### config.mk
export PLATFORM = sky130hd
export DESIGN_NAME = dsp_agu
export DESIGN_NICKNAME = d
export VERILOG_FILES = /design/src/rtl/agu_pkg.sv /design/src/rtl/agu_postmod.sv /design/src/rtl/agu_regbank.sv /design/src/rtl/agu_slot_seq.sv /design/src/rtl/dsp_agu.sv
export SDC_FILE = /design/constraint.sdc
export NUM_CORES = 1
export LEC_CHECK = 0
export ABC_AREA = 1
export CAP_MARGIN = 40
export CORE_AREA = 2 2 136 138
export DETAILED_ROUTE_END_ITERATION = 6
export DIE_AREA = 0 0 138 140
export GPL_TIMING_DRIVEN = 1
export PLACE_DENSITY = 0.73
export SLEW_MARGIN = 10
export SYNTH_ARGS = -nofsm -noshare
export SYNTH_HDL_FRONTEND = slang
export SYNTH_SLANG_ARGS = --single-unit
### constraint.sdc
create_clock -name clk -period 4.4 [get_ports clk]
set_input_delay 0.44 -clock clk [delete_from_list [all_inputs] [get_ports clk]]
set_output_delay 0.44 -clock clk [all_outputs]
set_load 0.01 [all_outputs]
### src/rtl/agu_pkg.sv
package agu_pkg;
   localparam int RSEL_W = 5;

   typedef enum logic [1:0] {
      UPD_KEEP  = 2'd0,
      UPD_DEC   = 2'd1,
      UPD_INC   = 2'd2,
      UPD_ADDIX = 2'd3
   } upd_e;
endpackage

### src/rtl/agu_postmod.sv
module agu_postmod
   import agu_pkg::*;
#(
   parameter int DW = 16
) (
   input  logic [DW-1:0] base,
   input  logic [DW-1:0] idx,
   input  upd_e          mode,
   output logic [DW-1:0] next
);
   localparam logic [DW-1:0] ONE = DW'(1);

   always_comb begin
      unique case (mode)
         UPD_KEEP:  next = base;
         UPD_DEC:   next = base - ONE;
         UPD_INC:   next = base + ONE;
         default:   next = base + idx;
      endcase
   end
endmodule

### src/rtl/agu_regbank.sv
module agu_regbank
   import agu_pkg::*;
#(
   parameter int DW  = 16,
   parameter int NAR = 4
) (
   input  logic              clk,
   input  logic              rst,
   input  logic              upd_en,
   input  logic [$clog2(NAR)-1:0] upd_sel,
   input  logic [DW-1:0]     upd_val,
   input  logic              ld_en,
   input  logic [RSEL_W-1:0] ld_sel,
   input  logic [DW-1:0]     ld_val,
   output logic [DW-1:0]     base,
   output logic [DW-1:0]     idx,
   input  logic [RSEL_W-1:0] rd_sel,
   output logic              rd_int,
   output logic [DW-1:0]     rd_val
);
   localparam int ARSEL_W = $clog2(NAR);

   logic [DW-1:0] ar_q [NAR];
   logic [DW-1:0] ix_q [NAR];

   for (genvar i = 0; i < NAR; i++) begin : g_pair
      always_ff @(posedge clk) begin
         if (rst) begin
            ar_q[i] <= '0;
         end else if (ld_en && ld_sel == RSEL_W'(i)) begin
            ar_q[i] <= ld_val;
         end else if (upd_en && upd_sel == ARSEL_W'(i)) begin
            ar_q[i] <= upd_val;
         end
      end

      always_ff @(posedge clk) begin
         if (rst) begin
            ix_q[i] <= '0;
         end else if (ld_en && ld_sel == RSEL_W'(NAR + i)) begin
            ix_q[i] <= ld_val;
         end
      end
   end

   assign base   = ar_q[upd_sel];
   assign idx    = ix_q[upd_sel];
   assign rd_int = rd_sel < RSEL_W'(2 * NAR);

   always_comb begin
      if (rd_sel[ARSEL_W]) rd_val = ix_q[rd_sel[ARSEL_W-1:0]];
      else                 rd_val = ar_q[rd_sel[ARSEL_W-1:0]];
   end
endmodule

### src/rtl/agu_slot_seq.sv
module agu_slot_seq
   import agu_pkg::*;
#(
   parameter int NAR         = 4,
   parameter int EXT_FW      = 2,
   parameter int EXT_LD_BASE = 24,
   parameter int EXT_ST_BASE = 28
) (
   input  logic              clk,
   input  logic              rst,
   input  logic              req_valid,
   output logic              req_ready,
   input  logic              main_en,
   input  logic              main_store,
   input  logic [1:0]        main_mode,
   input  logic [$clog2(NAR)-1:0] main_ar,
   input  logic [RSEL_W-1:0] main_rsel,
   input  logic              ext_en,
   input  logic              ext_store,
   input  logic              ext_addidx,
   input  logic [$clog2(NAR)-1:0] ext_ar,
   input  logic [EXT_FW-1:0] ext_field,
   output logic              op_valid,
   output logic              op_main,
   output logic              op_store,
   output upd_e              op_mode,
   output logic [$clog2(NAR)-1:0] op_ar,
   output logic [RSEL_W-1:0] op_rsel
);
   localparam int ARSEL_W = $clog2(NAR);
   localparam logic [RSEL_W-1:0] LD_B = RSEL_W'(EXT_LD_BASE);
   localparam logic [RSEL_W-1:0] ST_B = RSEL_W'(EXT_ST_BASE);

   logic               pend_q;
   logic               pend_store_q;
   upd_e               pend_mode_q;
   logic [ARSEL_W-1:0] pend_ar_q;
   logic [RSEL_W-1:0]  pend_rsel_q;

   logic              accept;
   upd_e              ext_mode;
   logic [RSEL_W-1:0] ext_rsel;

   assign req_ready = !pend_q;
   assign accept    = req_valid && !pend_q;
   assign ext_mode  = ext_addidx ? UPD_ADDIX : UPD_INC;
   assign ext_rsel  = (ext_store ? ST_B : LD_B) + RSEL_W'(ext_field);

   always_ff @(posedge clk) begin
      if (rst) begin
         pend_q       <= 1'b0;
         pend_store_q <= 1'b0;
         pend_mode_q  <= UPD_INC;
         pend_ar_q    <= '0;
         pend_rsel_q  <= '0;
      end else if (pend_q) begin
         pend_q <= 1'b0;
      end else if (accept && main_en && ext_en) begin
         pend_q       <= 1'b1;
         pend_store_q <= ext_store;
         pend_mode_q  <= ext_mode;
         pend_ar_q    <= ext_ar;
         pend_rsel_q  <= ext_rsel;
      end
   end

   always_comb begin
      op_valid = pend_q || (accept && (main_en || ext_en));
      op_main  = accept && main_en;
      if (pend_q) begin
         op_store = pend_store_q;
         op_mode  = pend_mode_q;
         op_ar    = pend_ar_q;
         op_rsel  = pend_rsel_q;
      end else if (main_en) begin
         op_store = main_store;
         op_mode  = upd_e'(main_mode);
         op_ar    = main_ar;
         op_rsel  = main_rsel;
      end else begin
         op_store = ext_store;
         op_mode  = ext_mode;
         op_ar    = ext_ar;
         op_rsel  = ext_rsel;
      end
   end
endmodule

### src/rtl/dsp_agu.sv
module dsp_agu
   import agu_pkg::*;
#(
   parameter int DW          = 16,
   parameter int NAR         = 4,
   parameter int EXT_FW      = 2,
   parameter int EXT_LD_BASE = 24,
   parameter int EXT_ST_BASE = 28
) (
   input  logic              clk,
   input  logic              rst,
   input  logic              req_valid,
   output logic              req_ready,
   input  logic              main_en,
   input  logic              main_store,
   input  logic [1:0]        main_mode,
   input  logic [$clog2(NAR)-1:0] main_ar,
   input  logic [RSEL_W-1:0] main_rsel,
   input  logic              ext_en,
   input  logic              ext_store,
   input  logic              ext_addidx,
   input  logic [$clog2(NAR)-1:0] ext_ar,
   input  logic [EXT_FW-1:0] ext_field,
   output logic              mem_en,
   output logic              mem_we,
   output logic [DW-1:0]     mem_addr,
   output logic [DW-1:0]     mem_wdata,
   input  logic [DW-1:0]     mem_rdata,
   output logic              rf_we,
   output logic [RSEL_W-1:0] rf_waddr,
   output logic [DW-1:0]     rf_wdata,
   output logic [RSEL_W-1:0] rf_raddr,
   input  logic [DW-1:0]     rf_rdata,
   output logic              pc_inc
);
   localparam int ARSEL_W = $clog2(NAR);
   localparam int NREG    = 2 * NAR;

   if (NAR < 2 || (1 << ARSEL_W) != NAR) begin : g_bad_nar
      $error("dsp_agu: NAR must be a power of two of at least 2");
   end
   if (NREG > EXT_LD_BASE || NREG > EXT_ST_BASE) begin : g_bad_base
      $error("dsp_agu: extension register bases overlap the local bank");
   end
   if (EXT_LD_BASE + (1 << EXT_FW) > (1 << RSEL_W) ||
       EXT_ST_BASE + (1 << EXT_FW) > (1 << RSEL_W)) begin : g_bad_fw
      $error("dsp_agu: extension register range exceeds register numbering");
   end

   logic               op_valid;
   logic               op_main;
   logic               op_store;
   upd_e               op_mode;
   logic [ARSEL_W-1:0] op_ar;
   logic [RSEL_W-1:0]  op_rsel;
   logic [DW-1:0]      base, idx, next, rd_val;
   logic               rd_int;

   agu_slot_seq #(
      .NAR(NAR), .EXT_FW(EXT_FW),
      .EXT_LD_BASE(EXT_LD_BASE), .EXT_ST_BASE(EXT_ST_BASE)
   ) u_seq (
      .clk(clk), .rst(rst),
      .req_valid(req_valid), .req_ready(req_ready),
      .main_en(main_en), .main_store(main_store), .main_mode(main_mode),
      .main_ar(main_ar), .main_rsel(main_rsel),
      .ext_en(ext_en), .ext_store(ext_store), .ext_addidx(ext_addidx),
      .ext_ar(ext_ar), .ext_field(ext_field),
      .op_valid(op_valid), .op_main(op_main), .op_store(op_store),
      .op_mode(op_mode), .op_ar(op_ar), .op_rsel(op_rsel)
   );

   agu_regbank #(.DW(DW), .NAR(NAR)) u_bank (
      .clk(clk), .rst(rst),
      .upd_en(op_valid), .upd_sel(op_ar), .upd_val(next),
      .ld_en(op_valid && !op_store && rd_int), .ld_sel(op_rsel), .ld_val(mem_rdata),
      .base(base), .idx(idx),
      .rd_sel(op_rsel), .rd_int(rd_int), .rd_val(rd_val)
   );

   agu_postmod #(.DW(DW)) u_pm (
      .base(base), .idx(idx), .mode(op_mode), .next(next)
   );

   assign mem_en    = op_valid;
   assign mem_we    = op_valid && op_store;
   assign mem_addr  = base;
   assign mem_wdata = rd_int ? rd_val : rf_rdata;
   assign rf_raddr  = op_rsel;
   assign rf_we     = op_valid && !op_store;
   assign rf_waddr  = op_rsel;
   assign rf_wdata  = mem_rdata;
   assign pc_inc    = op_main;
endmodule

==> impl_results.md, run 1 <==
* Largest net degree at the start of global routing at 34
* Area Growth Syn to Fin at 21.3%
* Met2 WL at 13500 µm
* Remaining Overflow, GRT at 0
* Avg Inst Size Synth at 8.15 µm²
* Post-synth EDFFs at around 130
* Total GRT Usage at 0.301
* Row count at 49
* Final worst path period share at 0.880
* Via count at 8527
* First-pass GRT wire length at 44600 µm
* Metal3 WL at about 3700 µm
* XOR/XNOR Fraction of Synth Area at 0.00894
* CTS Buf Count at 17
* Post-CTS Hold Buffers at 0
* Die ar. at between 15000 and 20000 µm²
* Crit. End Element: register
* Die width at roughly 140 µm
* Max Slew Vio Count at 0
* R2R Path Start: u_seq.pend_q$_SDFF_PP0_
* DP HPWL at 21300 µm
* Cell count after synthesis at 1082
* Worst Tran Pin Value at a little over 0.8 ns
* Share of layout cells above drive strength 1 at 0.109
* Syn Nets at around 1200
* Clock Skews at approximately 0.011 ns
* Pre-CTS WS at ~0.21 ns
* CP startpoint: u_seq.pend_q$_SDFF_PP0_
* Peak VDD IR at approximately 300 µV
* Max H-tree Level at 4
* Violated checks: design-rule violations
* CTS tree: yes
* Commonest cells after routing, fill and taps aside: 354 x nand2_1, 128 x edfxtp_1, 115 x clkdlybuf4s50_1
* CP arrival at 4.03 ns
* DR top layer: met4
* #FFs+latches synth at between 100 and 150
* Post-synthesis simple-gate area fraction at 0.291
* Vias in the first global route at between 7000 and 8000
* Multiplexer share of the synthesized area at 0.00341
* Pwr Total at approximately 4.1 mW
* Core area at 17800 µm²
* Setup CP Type: register to register
* Minimum clock period at 3.87 ns
* Post-Syn Area at just under 9000 µm²
* Final Hold Slack at between 0.4 and 0.5 ns
* Port buffer count at 115
* Setup WS post-layout at around 0.53 ns
* Clk buf depth at 2
* Power Density at between 300 and 400 nW/µm²
* Max_cap viols at 0
* HP Start: u_seq.pend_mode_q[0]$_SDFFE_PP0P_
* Initial Utilization at 0.496
* Leading cell type in the layout, fill and taps excluded: nand2_1
* Post-DR wirelength/cell at slightly above 20 µm
* Routed WL at 29700 µm
* Seq/Total Area, Yosys at 0.454
* Number of distinct library cells after synthesis at 49
* Die span in y at between 100 and 150 µm
* CTS Sinks at around 140
* Post-Route Setup TNS at 0 ns
* Achievable frequency at 258 MHz
* Drt pass-1 iters at 7
* Clock latency on the worst-skew pair at roughly 0.42 ns
* Static leakage at 4.45 nW
* Largest family of logic cells by synthesized area: simple AND/OR/NAND/NOR gates
* Root Driver: clkbuf_16
* Primary FF master, synth: edfxtp_1
* Yosys warns at 0
* Iteration-0 DRC Markers at 1044
* Post-DRT Antenna Nets at 0
* Status: finished with violations
* Fin. Hold Viols at 0
* Clk slew on worst S/H paths at ~0.06 ns
* Initial antenna violation count at 1
* RSZ-0062 raised after global routing: no
* Post-CTS Setup Bufs at 0
* Fillers at between 1500 and 2000
* Min-delay worst type: register to register
* Relative slew slack at 0.445
* Gpl congestion at 0.990
* Nets at 1255
* Io pins at about 120
* Crit path required time at 4.56 ns
* Setup-failing EPs final at 0
* Vias per cell at between 5 and 6
* DRC errors left at 2
* Post-Route M1 WL at about 12000 µm
* Compound-Gate Fraction of Synth Area at 0.136
* Post-cts resize count at 0
* Fraction of registers with async set/reset at 0
* Post-Synth Adder-Cell Area at 0.0264
* CP Max Fanout at 15
* Startpoint Class: register
==> layer usage <==
| layer | vias up | GRT usage |
|---|---|---|
| met2 | 584 | 0.467 |
| met1 | 3957 | 0.416 |
| met5 | - | 0 |
| met4 | 0 | 0.100 |
| met3 | 67 | 0.0749 |
| li1 | 3919 | - |
==> flip-flops by register name, summed over array words and instances (netlist names) <==
signal / flops
u_seq.pend_q: 1
u_seq.pend_mode_q: 1
u_bank.ix_q: 64
u_seq.pend_rsel_q: 4
u_bank.ar_q: 64
u_seq.pend_ar_q: 2
==> worst max-delay path, stage by stage (launching register included) <==
cell,delay [ns]
dfxtp_1,0.57
inv_4,0.16
nand3_2,0.17
nand2_4,0.10
inv_4,0.10
nand2_2,0.06
buf_4,0.19
or2_2,0.28
o21a_1,0.11
o221ai_1,0.14
a21oi_1,0.15
ha_1,0.38
nand2_1,0.13
inv_1,0.06
a21oi_1,0.21
nor2_1,0.06
nor3_1,0.20
nand2_1,0.09
nand2_1,0.06
nand2_1,0.04
nand2_1,0.05
nand2_1,0.12
nand2_1,0.10
o21ai_1,0.06
==> through the flow <==
step / area (µm²) / instances / util
detailed placement: 10100 / 1394 / 0.571
floorplan: 8820 / 1082 / -
CTS: 10700 / 1426 / 0.601
global placement: 10100 / 1394 / 0.571
global route: 10700 / 1426 / 0.601
finish: 10700 / 1427 / 0.601
==> logic make-up after synthesis <==
group | after synthesis
simple gates | 581
compound gates | 188
buf+inv | 147
flops | 136
fa+ha+maj | 18
xor+xnor | 9
mux | 3
==> worst paths after layout <==
check | endpoint | slack, ns | cells past startpoint
setup / recovery | u_bank.ar_q[1][14]$_DFFE_PP_ | 0.53 | 23
hold / removal | u_seq.pend_mode_q[0]$_SDFFE_PP0P_ | 0.47 | 2
setup reg to reg | u_bank.ar_q[1][14]$_DFFE_PP_ | 0.53 | 23
hold reg to reg | u_seq.pend_mode_q[0]$_SDFFE_PP0P_ | 0.47 | 2
==> final cells by class <==
type / instances / area, µm² / area share
Clock inverter: 8 / 75.1 / 0.00702
Clock buffer: 24 / 472 / 0.0441
Tap cell: 229 / 287 / 0.0268
Timing Repair Buffer: 147 / 1430 / 0.134
Inverter: 83 / 318 / 0.0297
Antenna cell: 1 / 2.50 / 0.000234
Sequential cell: 136 / 4000 / 0.374
Multi-Input combinational cell: 799 / 4110 / 0.384
==> synthesized netlist by cell type (2+ instances only) <==
master | count | area share
edfxtp_1 | 128 | 0.44
ha_1 | 17 | 0.024
a21oi_1 | 43 | 0.024
a22oi_1 | 20 | 0.017
or2_2 | 15 | 0.011
o211ai_1 | 4 | 0.0034
xor2_1 | 6 | 0.0060
nor2_4 | 8 | 0.010
mux2i_1 | 3 | 0.0034
a211oi_1 | 4 | 0.0034
inv_1 | 62 | 0.026
nand3_2 | 6 | 0.0068
buf_6 | 5 | 0.0064
nor2_2 | 5 | 0.0035
nand2_4 | 3 | 0.0038
xnor2_1 | 3 | 0.0030
inv_4 | 2 | 0.0014
buf_4 | 25 | 0.021
clkbuf_1 | 18 | 0.0077
buf_1 | 2 | 0.00085
o21a_1 | 14 | 0.012
o21ai_0 | 34 | 0.019
inv_2 | 17 | 0.0072
nand2_2 | 9 | 0.0064
nand3_1 | 58 | 0.033
o22ai_1 | 18 | 0.013
nand4_1 | 27 | 0.019
nor3_1 | 4 | 0.0023
buf_2 | 14 | 0.0079
nand2_1 | 354 | 0.15
dfxtp_1 | 8 | 0.018
nor2_8 | 2 | 0.0045
nor2_1 | 87 | 0.037
a31oi_1 | 2 | 0.0014
o221ai_1 | 25 | 0.025
o21ai_1 | 17 | 0.0096
==> where the power goes <==
part           total (mW)  switching, mW  internal, mW
clock network        1.33          0.527         0.804
logic                1.20          0.769         0.433
registers            1.52         0.0352          1.48
total                4.05           1.33          2.72
No activity file was read; power rests on OpenSTA's default activity.
==> run 2, diff against run 1 <==
Settings changed: SLEW_MARGIN 10 to not set.
==> results of run 2 <==
Same layout as run 1: the final DEF is identical, and so are final timing and power.
